<file path="config.mk">
export PLATFORM = sky130hd
export DESIGN_NAME = sperm_core
export DESIGN_NICKNAME = d
export VERILOG_FILES = /design/src/rtl/sperm_pkg.sv /design/src/rtl/sperm_rotl.sv /design/src/rtl/sperm_sbox.sv /design/src/rtl/sperm_round.sv /design/src/rtl/sperm_rcgen.sv /design/src/rtl/sperm_core.sv
export SDC_FILE = /design/constraint.sdc
export NUM_CORES = 1
export LEC_CHECK = 0
export BUFFER_PORTS_ARGS = -buffer_cell sky130_fd_sc_hd__buf_2
export CELL_PAD_IN_SITES_DETAIL_PLACEMENT = 1
export CELL_PAD_IN_SITES_GLOBAL_PLACEMENT = 1
export CORE_AREA = 3 3 306 308
export DETAILED_ROUTE_END_ITERATION = 8
export DIE_AREA = 0 0 309 311
export GPL_ROUTABILITY_DRIVEN = 0
export PLACE_DENSITY_LB_ADDON = 0.25
export SLEW_MARGIN = 20
export SYNTH_ARGS = -nofsm -noshare
export SYNTH_HDL_FRONTEND = slang
export SYNTH_SLANG_ARGS = --single-unit
</file>
<file path="constraint.sdc">
create_clock -name clk -period 2.2 [get_ports clk]
set_clock_uncertainty 0.2 [all_clocks]
set_input_delay 0.11 -clock clk [delete_from_list [all_inputs] [get_ports clk]]
set_output_delay 0.11 -clock clk [all_outputs]
set_load 0.1 [all_outputs]
</file>
<file path="src/rtl/sperm_pkg.sv">
package sperm_pkg;
    localparam int unsigned ROW_W_DEF = 96;
    localparam int unsigned ROWS      = 4;
    localparam int unsigned RC_W_DEF  = 7;
    localparam int unsigned CNT_W_DEF = 8;
    localparam int unsigned ROT1_DEF  = 1;
    localparam int unsigned ROT2_DEF  = 8;
    localparam int unsigned ROT3_DEF  = 55;
endpackage

</file>
<file path="src/rtl/sperm_rotl.sv">
module sperm_rotl #(
    parameter int unsigned W = 96,
    parameter int unsigned K = 1
) (
    input  logic [W-1:0] x,
    output logic [W-1:0] y
);
    localparam int unsigned KM = K % W;

    generate
        if (KM == 0) begin : g_pass
            assign y = x;
        end else begin : g_rot
            assign y = {x[W-1-KM:0], x[W-1:W-KM]};
        end
    endgenerate
endmodule

</file>
<file path="src/rtl/sperm_sbox.sv">
module sperm_sbox #(
    parameter int unsigned W = 96
) (
    input  logic [W-1:0] i0,
    input  logic [W-1:0] i1,
    input  logic [W-1:0] i2,
    input  logic [W-1:0] i3,
    output logic [W-1:0] o0,
    output logic [W-1:0] o1,
    output logic [W-1:0] o2,
    output logic [W-1:0] o3
);
    // every column handled by an identical 4-bit cell
    for (genvar j = 0; j < W; j++) begin : g_col
        logic a0, a1, a2, a3, t;
        always_comb begin
            t  = i1[j];
            a0 = ~i0[j];
            a1 = i1[j] & a0;
            a1 = a1 ^ i2[j];
            a2 = i2[j] | t;
            a0 = a0 ^ i3[j];
            a2 = a2 ^ a0;
            t  = t ^ i3[j];
            a0 = a0 & a1;
            a3 = i3[j] ^ a1;
            a0 = a0 ^ t;
            t  = t & a2;
            a1 = a1 ^ t;
        end
        assign o0[j] = a0;
        assign o1[j] = a1;
        assign o2[j] = a2;
        assign o3[j] = a3;
    end
endmodule

</file>
<file path="src/rtl/sperm_round.sv">
module sperm_round #(
    parameter int unsigned ROW_W = sperm_pkg::ROW_W_DEF,
    parameter int unsigned RC_W  = sperm_pkg::RC_W_DEF,
    parameter int unsigned ROT1  = sperm_pkg::ROT1_DEF,
    parameter int unsigned ROT2  = sperm_pkg::ROT2_DEF,
    parameter int unsigned ROT3  = sperm_pkg::ROT3_DEF
) (
    input  logic [sperm_pkg::ROWS*ROW_W-1:0] st_i,
    input  logic [RC_W-1:0]                  rc_i,
    output logic [sperm_pkg::ROWS*ROW_W-1:0] st_o
);
    localparam int unsigned ROWS = sperm_pkg::ROWS;

    logic [ROW_W-1:0] row_in  [ROWS];
    logic [ROW_W-1:0] row_sb  [ROWS];
    logic [ROW_W-1:0] row_out [ROWS];
    logic [ROW_W-1:0] row0_k;

    for (genvar r = 0; r < ROWS; r++) begin : g_unpack
        assign row_in[r] = st_i[r*ROW_W +: ROW_W];
        assign st_o[r*ROW_W +: ROW_W] = row_out[r];
    end

    assign row0_k = row_in[0] ^ {{(ROW_W-RC_W){1'b0}}, rc_i};

    sperm_sbox #(.W(ROW_W)) u_sbox (
        .i0(row0_k),    .i1(row_in[1]), .i2(row_in[2]), .i3(row_in[3]),
        .o0(row_sb[0]), .o1(row_sb[1]), .o2(row_sb[2]), .o3(row_sb[3])
    );

    assign row_out[0] = row_sb[0];
    sperm_rotl #(.W(ROW_W), .K(ROT1)) u_rot1 (.x(row_sb[1]), .y(row_out[1]));
    sperm_rotl #(.W(ROW_W), .K(ROT2)) u_rot2 (.x(row_sb[2]), .y(row_out[2]));
    sperm_rotl #(.W(ROW_W), .K(ROT3)) u_rot3 (.x(row_sb[3]), .y(row_out[3]));
endmodule

</file>
<file path="src/rtl/sperm_rcgen.sv">
module sperm_rcgen #(
    parameter int unsigned RC_W = sperm_pkg::RC_W_DEF
) (
    input  logic            clk,
    input  logic            rst_n,
    input  logic            restart,
    input  logic            advance,
    output logic [RC_W-1:0] rc
);
    localparam logic [RC_W-1:0] RC_SEED = RC_W'(1);

    logic [RC_W-1:0] rc_d, rc_q;

    always_comb begin
        rc_d = rc_q;
        if (restart) begin
            rc_d = RC_SEED;
        end else if (advance) begin
            rc_d = {rc_q[RC_W-2:0], rc_q[RC_W-1] ^ rc_q[RC_W-2]};
        end
    end

    always_ff @(posedge clk or negedge rst_n) begin
        if (!rst_n) rc_q <= RC_SEED;
        else        rc_q <= rc_d;
    end

    assign rc = rc_q;

    // a seeded register of this shape never collapses to zero
    always_comb begin
        if (rst_n) assert_rc_nonzero_R5: assert (rc_q != '0);
    end

    // a restart always returns the seed on the next cycle
    assert_rc_seed_R5: assert property (@(posedge clk) disable iff (!rst_n)
        restart |=> (rc_q == RC_SEED));
endmodule

</file>
<file path="src/rtl/sperm_core.sv">
module sperm_core #(
    parameter int unsigned ROW_W = sperm_pkg::ROW_W_DEF,
    parameter int unsigned RC_W  = sperm_pkg::RC_W_DEF,
    parameter int unsigned CNT_W = sperm_pkg::CNT_W_DEF
) (
    input  logic                             clk,
    input  logic                             rst_n,
    input  logic                             start,
    input  logic [CNT_W-1:0]                 rounds_in,
    input  logic [sperm_pkg::ROWS*ROW_W-1:0] state_in,
    output logic                             busy,
    output logic                             done,
    output logic [sperm_pkg::ROWS*ROW_W-1:0] state_out
);
    localparam int unsigned ST_W = sperm_pkg::ROWS * ROW_W;

    typedef struct packed {
        logic             busy;
        logic             done;
        logic [CNT_W-1:0] cnt;
        logic [ST_W-1:0]  st;
    } ctl_t;

    ctl_t            r_d, r_q;
    logic [RC_W-1:0] rc;
    logic [ST_W-1:0] rnd_out;
    logic            accept;

    assign accept = start & ~r_q.busy;

    sperm_rcgen #(.RC_W(RC_W)) u_rcgen (
        .clk(clk), .rst_n(rst_n),
        .restart(accept), .advance(r_q.busy), .rc(rc)
    );

    sperm_round #(.ROW_W(ROW_W), .RC_W(RC_W)) u_round (
        .st_i(r_q.st), .rc_i(rc), .st_o(rnd_out)
    );

    always_comb begin
        r_d      = r_q;
        r_d.done = 1'b0;
        if (r_q.busy) begin
            r_d.st  = rnd_out;
            r_d.cnt = r_q.cnt - 1'b1;
            if (r_q.cnt == CNT_W'(1)) begin
                r_d.busy = 1'b0;
                r_d.done = 1'b1;
            end
        end else if (start) begin
            r_d.st  = state_in;
            r_d.cnt = rounds_in;
            if (rounds_in == '0) r_d.done = 1'b1;
            else                 r_d.busy = 1'b1;
        end
    end

    always_ff @(posedge clk or negedge rst_n) begin
        if (!rst_n) r_q <= '0;
        else        r_q <= r_d;
    end

    assign busy      = r_q.busy;
    assign done      = r_q.done;
    assign state_out = r_q.st;

    // completion is a single-cycle pulse
    assert_done_pulse_R7: assert property (@(posedge clk) disable iff (!rst_n)
        done |=> !done);

    // while busy, rounds remain to be run
    assert_cnt_nonzero_R6: assert property (@(posedge clk) disable iff (!rst_n)
        busy |-> (r_q.cnt != '0));

    // a job with rounds left keeps running whatever start does
    assert_busy_holds_R9: assert property (@(posedge clk) disable iff (!rst_n)
        (busy && r_q.cnt != CNT_W'(1)) |=> busy);

    // idle without a request leaves the result untouched
    assert_idle_stable_R8: assert property (@(posedge clk) disable iff (!rst_n)
        (!busy && !start) |=> $stable(state_out));

    // a zero-round request finishes at once and never goes busy
    assert_zero_direct_R10: assert property (@(posedge clk) disable iff (!rst_n)
        (start && !busy && rounds_in == '0) |=> (done && !busy));
endmodule

</file>
# ---- Word-level counts from Yosys, hierarchy flattened
# Index checks and enable logic that the tools add are counted.
dict set report totals {
  regBits 401
  input_bits 395
  output_inout_bits 386
  word_cells 1173
}
dict set report op_classes {
  addsub 1
  eq_ne 1
  mux 7
  n_bitwise 1156
  n_reduce_logical 3
}
# cell count
set ops {}
lappend ops {{394-bit two-way mux} 2}
lappend ops {{1-bit bitwise XOR} 673}
lappend ops {{1-bit AND} 289}
lappend ops {{1-bit NOT} 97}
lappend ops {{1-bit bitwise OR} 96}
lappend ops {{96-bit by 7-bit bitwise XOR with 96-bit output} 1}
lappend ops {{7-bit two-way mux} 2}
lappend ops {{8-bit by 1-bit == test with 1-bit output, second input constant} 1}
lappend ops {{8-bit zero test} 1}
lappend ops {{8-bit by 1-bit subtractor with 8-bit output, second input constant} 1}
lappend ops {{2-bit nonzero test} 2}
lappend ops {{1-bit two-way mux} 2}
lappend ops {{2-bit two-way mux} 1}

# ---- Longest topological paths before layout
dict set report logic_depth {
  ltp_word 7
  depth_mapped 7
  mapped_depth_nobuf 5
}

# ---- By module
# From an unflattened synthesis, not the netlist that was laid out.
dict set report unflattened {
  cells_unflattened 4451
  hier_area_um2 36691.4
}
# mod n_inst cells_each area_per_inst_um2 seq_area_each_um2
set modules_own_cells {}
lappend modules_own_cells {sperm_core 1 2115 21179.1 9859.5}
lappend modules_own_cells {sperm_sbox 1 2016 12990.0 0.0}
lappend modules_own_cells {sperm_rotl 3 96 720.7 0.0}
lappend modules_own_cells {sperm_rcgen 1 25 299.0 176.4}
lappend modules_own_cells {sperm_round 1 7 61.3 0.0}

# ---- Worst setup path after synthesis
# OpenSTA, ideal clock, no wires.
dict set report synth_path {
  path_kind {register -> register}
  from {reg r_q, in the netlist busy}
  to {reg r_q, in the netlist state_out[0]}
  setup_ns 0.140
  t_arrival_ns 1.973
  required_time_ns 1.860
  setup_slack_ns -0.113
  stages_incl_launch_ff 6
  n_path_buf 4
  synth_period_minus_slack_ns 2.313
  cell_sequence {dfrtp_1 > buf_2 > buf_2 > buf_2 > clkbuf_1 > o32ai_1}
}
dict set report synth_via {
  elab_chain_cells 1
  elab_cells_between_ends 2
  classes_between {1 x mux; 1 x reduce/logical}
}
# item line
set synth_rtl {}
lappend synth_rtl {{start: declaration} sperm_core.sv:24} ;# ctl_t r_d, r_q;
lappend synth_rtl {{start signal: assignment} sperm_core.sv:60} ;# else r_q <= r_d;
lappend synth_rtl {{394-bit two-way mux / 2-bit nonzero test (equally long branches)} --}
# Parallel ways exist; a longest one is shown, timed or not.
# A chain may end at the register's enable or synchronous reset.

# ---- Worst setup path in the final report
dict set report layout_path {
  from {reg r_q, in the netlist state_out[275]}
  to {out state_out[275] in the netlist's numbering}
}
# item line
set layout_rtl {}
lappend layout_rtl {{end: declaration} sperm_core.sv:13} ;# output logic [sperm_pkg::ROWS*ROW_W-1:0] state_out
# No word-level cell between the ends.

==> flow_summary.yaml <==
worst_setup_path:
  end_kind: "output port"
  worstPathArrival_ns: 1.86
  crit_buf_inv: 1
  crit_chain: "buf_2"
  crit_slowest_cell: "dfrtp_1"
  rrSetupSlack_ns: 0.13
  worst_path_largest_cell_delay_ns: 0.68
  critPathTopFamily: "flip-flops"
  critPathKind: "reg -> out"
  crit_path_start_kind: "flip-flop"
  required_ns: 1.89
  worstPathMaxFanout: 10
routing:
  drt-initial-drc-count: 2161
  drtAntennaViolNets: 0
  vias: 31400
  drt-total-wl_um: 140000
  via_per_inst: 5.44
  firstDrtPassIters: 5
  drc: 0
  wl_per_cell_um: 24.4
grt:
  first_global_vias: 31700
  grt_antenna_before_repair: 17
  grt_max_degree: 84
  track_usage_pct: 28.1
  grt_pass1_wl_um: 207000
  overflow: 0
timing:
  setup_violations: 0
  slew-limit-headroom_pct: 43.0
  tightest_slew_ns: 0.849
  grt_setup_unrepaired: "false"
  fin_crit_sh_pct: 98.7
  tns_ns: 0
  final.min_clock_period_ns: 2.17
  report.final.slew_viol_count: 0
  finalHoldViolCount: 0
  fmax_mhz: 460
yosys:
  synth_seq_cells: 401
  synth_edf_count: 0
  syn_inst: 3877
  yosys_most_used_dff: "dfrtp_1"
  synth_area_leaders: "dfrtp_1, nor2b_1, buf_4"
  yosysTopAreaCell: "dfrtp_1"
  yosys_warnings: 0
  synthAdderAreaFrac_pct: 0.0758
  synth_top_area_share_pct: 30.3
  yosys.area_share.simple_pct: 22.1
  synth_top_family_by_area: "compound AO/OA/AOI/OAI gates"
  synth_cell_types: 47
  synthXorXnorAreaFrac_pct: 10.5
  syn-num-nets: 4274
  synthArstFlopShare_pct: 100
  syn-cell-area_mm2: 0.0330
  synth-seq-area-share_pct: 30.4
  avgSynthCellArea_um2: 8.52
  synth_compound_area_share_pct: 23.1
  synth_mux_area_share_pct: 0.663
layout:
  final_core_util_pct: 45.2
  layout.nets: 4913
  drive_gt1_share_pct: 22.6
  nFillCells: 10900
  seq_area_mm2: 0.0100
  multi_input_area_mm2: 0.0186
  area_growth_pct: 25.2
floorplanning:
  rows: 111
  die_h_um: 311
  die_area_mm2: 0.0961
  io_pins: 781
  initial_core_util_pct: 36.1
  core_area_mm2: 0.0914
  die_w_um: 309
flow_run:
  drv_cap: 0
clocking:
  clk_pin_slew_worst_paths_ns: 0.06
  insertion_delay_ns: 0.61
  cts_made_buffers: 52
  htree_levels: 2
  cts_sinks: 401
  tritoncts: "built"
  post_cts_buffers: 0
  clockRootBuffer: "clkbuf_16"
  cts_buffer_depth: 3
min_path:
  hold_class: "in -> reg"
outcome:
  status: "complete, no violations"
place:
  hpwl_um: 105000
  io_buffers: 780
[cells in the mapped netlist, drive strengths merged, types with 6 or more instances]
| cell | n |
|---|---|
| a22o | 6 |
| nor2b | 529 |
| xor2 | 185 |
| xnor3 | 7 |
| or3 | 9 |
| o31ai | 7 |
| a41oi | 89 |
| nand3b | 89 |
| nand3 | 92 |
| a31oi | 89 |
| o211a | 16 |
| and3 | 7 |
| nand2b | 275 |
| nand2 | 107 |
| xnor2 | 186 |
| o32ai | 7 |
| o21ai | 10 |
| mux2i | 14 |
| and2b | 20 |
| o211ai | 89 |
| inv | 13 |
| o21a | 7 |
| a211oi | 357 |
| dfrtp | 400 |
| a32oi | 7 |
| nor3 | 11 |
| a21o | 186 |
| a21oi | 198 |
| buf | 456 |
| clkbuf | 285 |
| nor2 | 99 |
| mux2 | 7 |
[layer usage]
metal | vias to the layer above | part of all wire [%] | track usage [%]
li1 | 14500 | - | -
met1 | 15700 | 42 | 35.3
met2 | 908 | 49 | 48.2
met3 | 264 | 5.2 | 4.75
met4 | 10 | 3.9 | 9.95
met5 | - | 0.041 | 0
[through the flow]
step | cells | instance area [um^2] | setup slack, ns | hold slack, ns
after global placement | 5249 | 35600 | 0.230 | -0.189
after detailed placement | 5249 | 35600 | 0.169 | -0.192
after CTS | 5744 | 41300 | 0.0000957 | 0.0523
after global routing | 5752 | 41300 | 0.00384 | 0.0867
after floorplan | 3877 | 33000 | 0.189 | -0.386
final | 5759 | 41300 | 0.0279 | 0.0951
[path summary, 6_finish.rpt]
kind | from | end | depth (start not counted)
max in group asynchronous | rst_n | state_out[33] | 5
worst min register to register | r_q[384] | r_q[384] | 1
worst max-delay path | state_out[275] | state_out[275] | 1
worst max register to register | busy | state_out[311] | 4
min in group asynchronous | rst_n | state_out[60] | 4
worst min-delay path | rounds_in[6] | r_q[390] | 4
[repair_timing]
| item | CTS | global route |
|---|---|---|
| hold buffers | 399 | 0 |
| gates resized for setup | 7 | 4 |
| setup endpoints to repair | 7 | 4 |
| hold endpoints to repair | 795 | 0 |
[kinds of logic (layout without fill, tap and decap cells)]
group,after synthesis,in the layout
simple gates,1247,1247
compound gates,1074,1074
buf+inv,754,1435
flops,401,401
xor+xnor,378,378
mux,21,21
fa+ha+maj,2,2
other cells,0,15
[sequential cells by signal, indices dropped and copies added, names as in the netlist]
register    flops
r_q             8
u_rcgen.rc      7
done            1
state_out     384
busy            1
[cells in the final DEF, fill, tap and decap left out, types with 16 or more instances in the layout]
master | netlist | routed
o211a_1 | 16 | 16
a31oi_1 | 89 | 89
buf_12 | 0 | 32
nor2b_1 | 529 | 529
a211oi_1 | 357 | 357
buf_4 | 388 | 121
nand3b_1 | 89 | 89
xor2_1 | 185 | 185
and2b_1 | 20 | 20
dlygate4sd3_1 | 0 | 398
nand2b_1 | 275 | 275
dfrtp_1 | 400 | 397
xnor2_1 | 179 | 179
a21oi_1 | 198 | 198
buf_2 | 51 | 769
clkbuf_16 | 0 | 53
a21o_1 | 186 | 186
a41oi_1 | 89 | 89
nand3_1 | 92 | 92
nand2_1 | 107 | 107
nor2_1 | 99 | 99
o211ai_1 | 89 | 89
[final cells by class]
class | instances | share of cell area [%]
multi-input combinational | 2722 | 45.1
inverter | 13 | 0.118
sequential | 401 | 24.3
timing repair buffer | 1326 | 22.8
tap | 1186 | 3.59
clock inverter | 14 | 0.188
clock buffer | 82 | 3.83
antenna | 15 | 0.0908
Power is left out: the tool's default activity adds up to more than one toggle a clock period on the data nets, which glitch-free logic cannot reach.
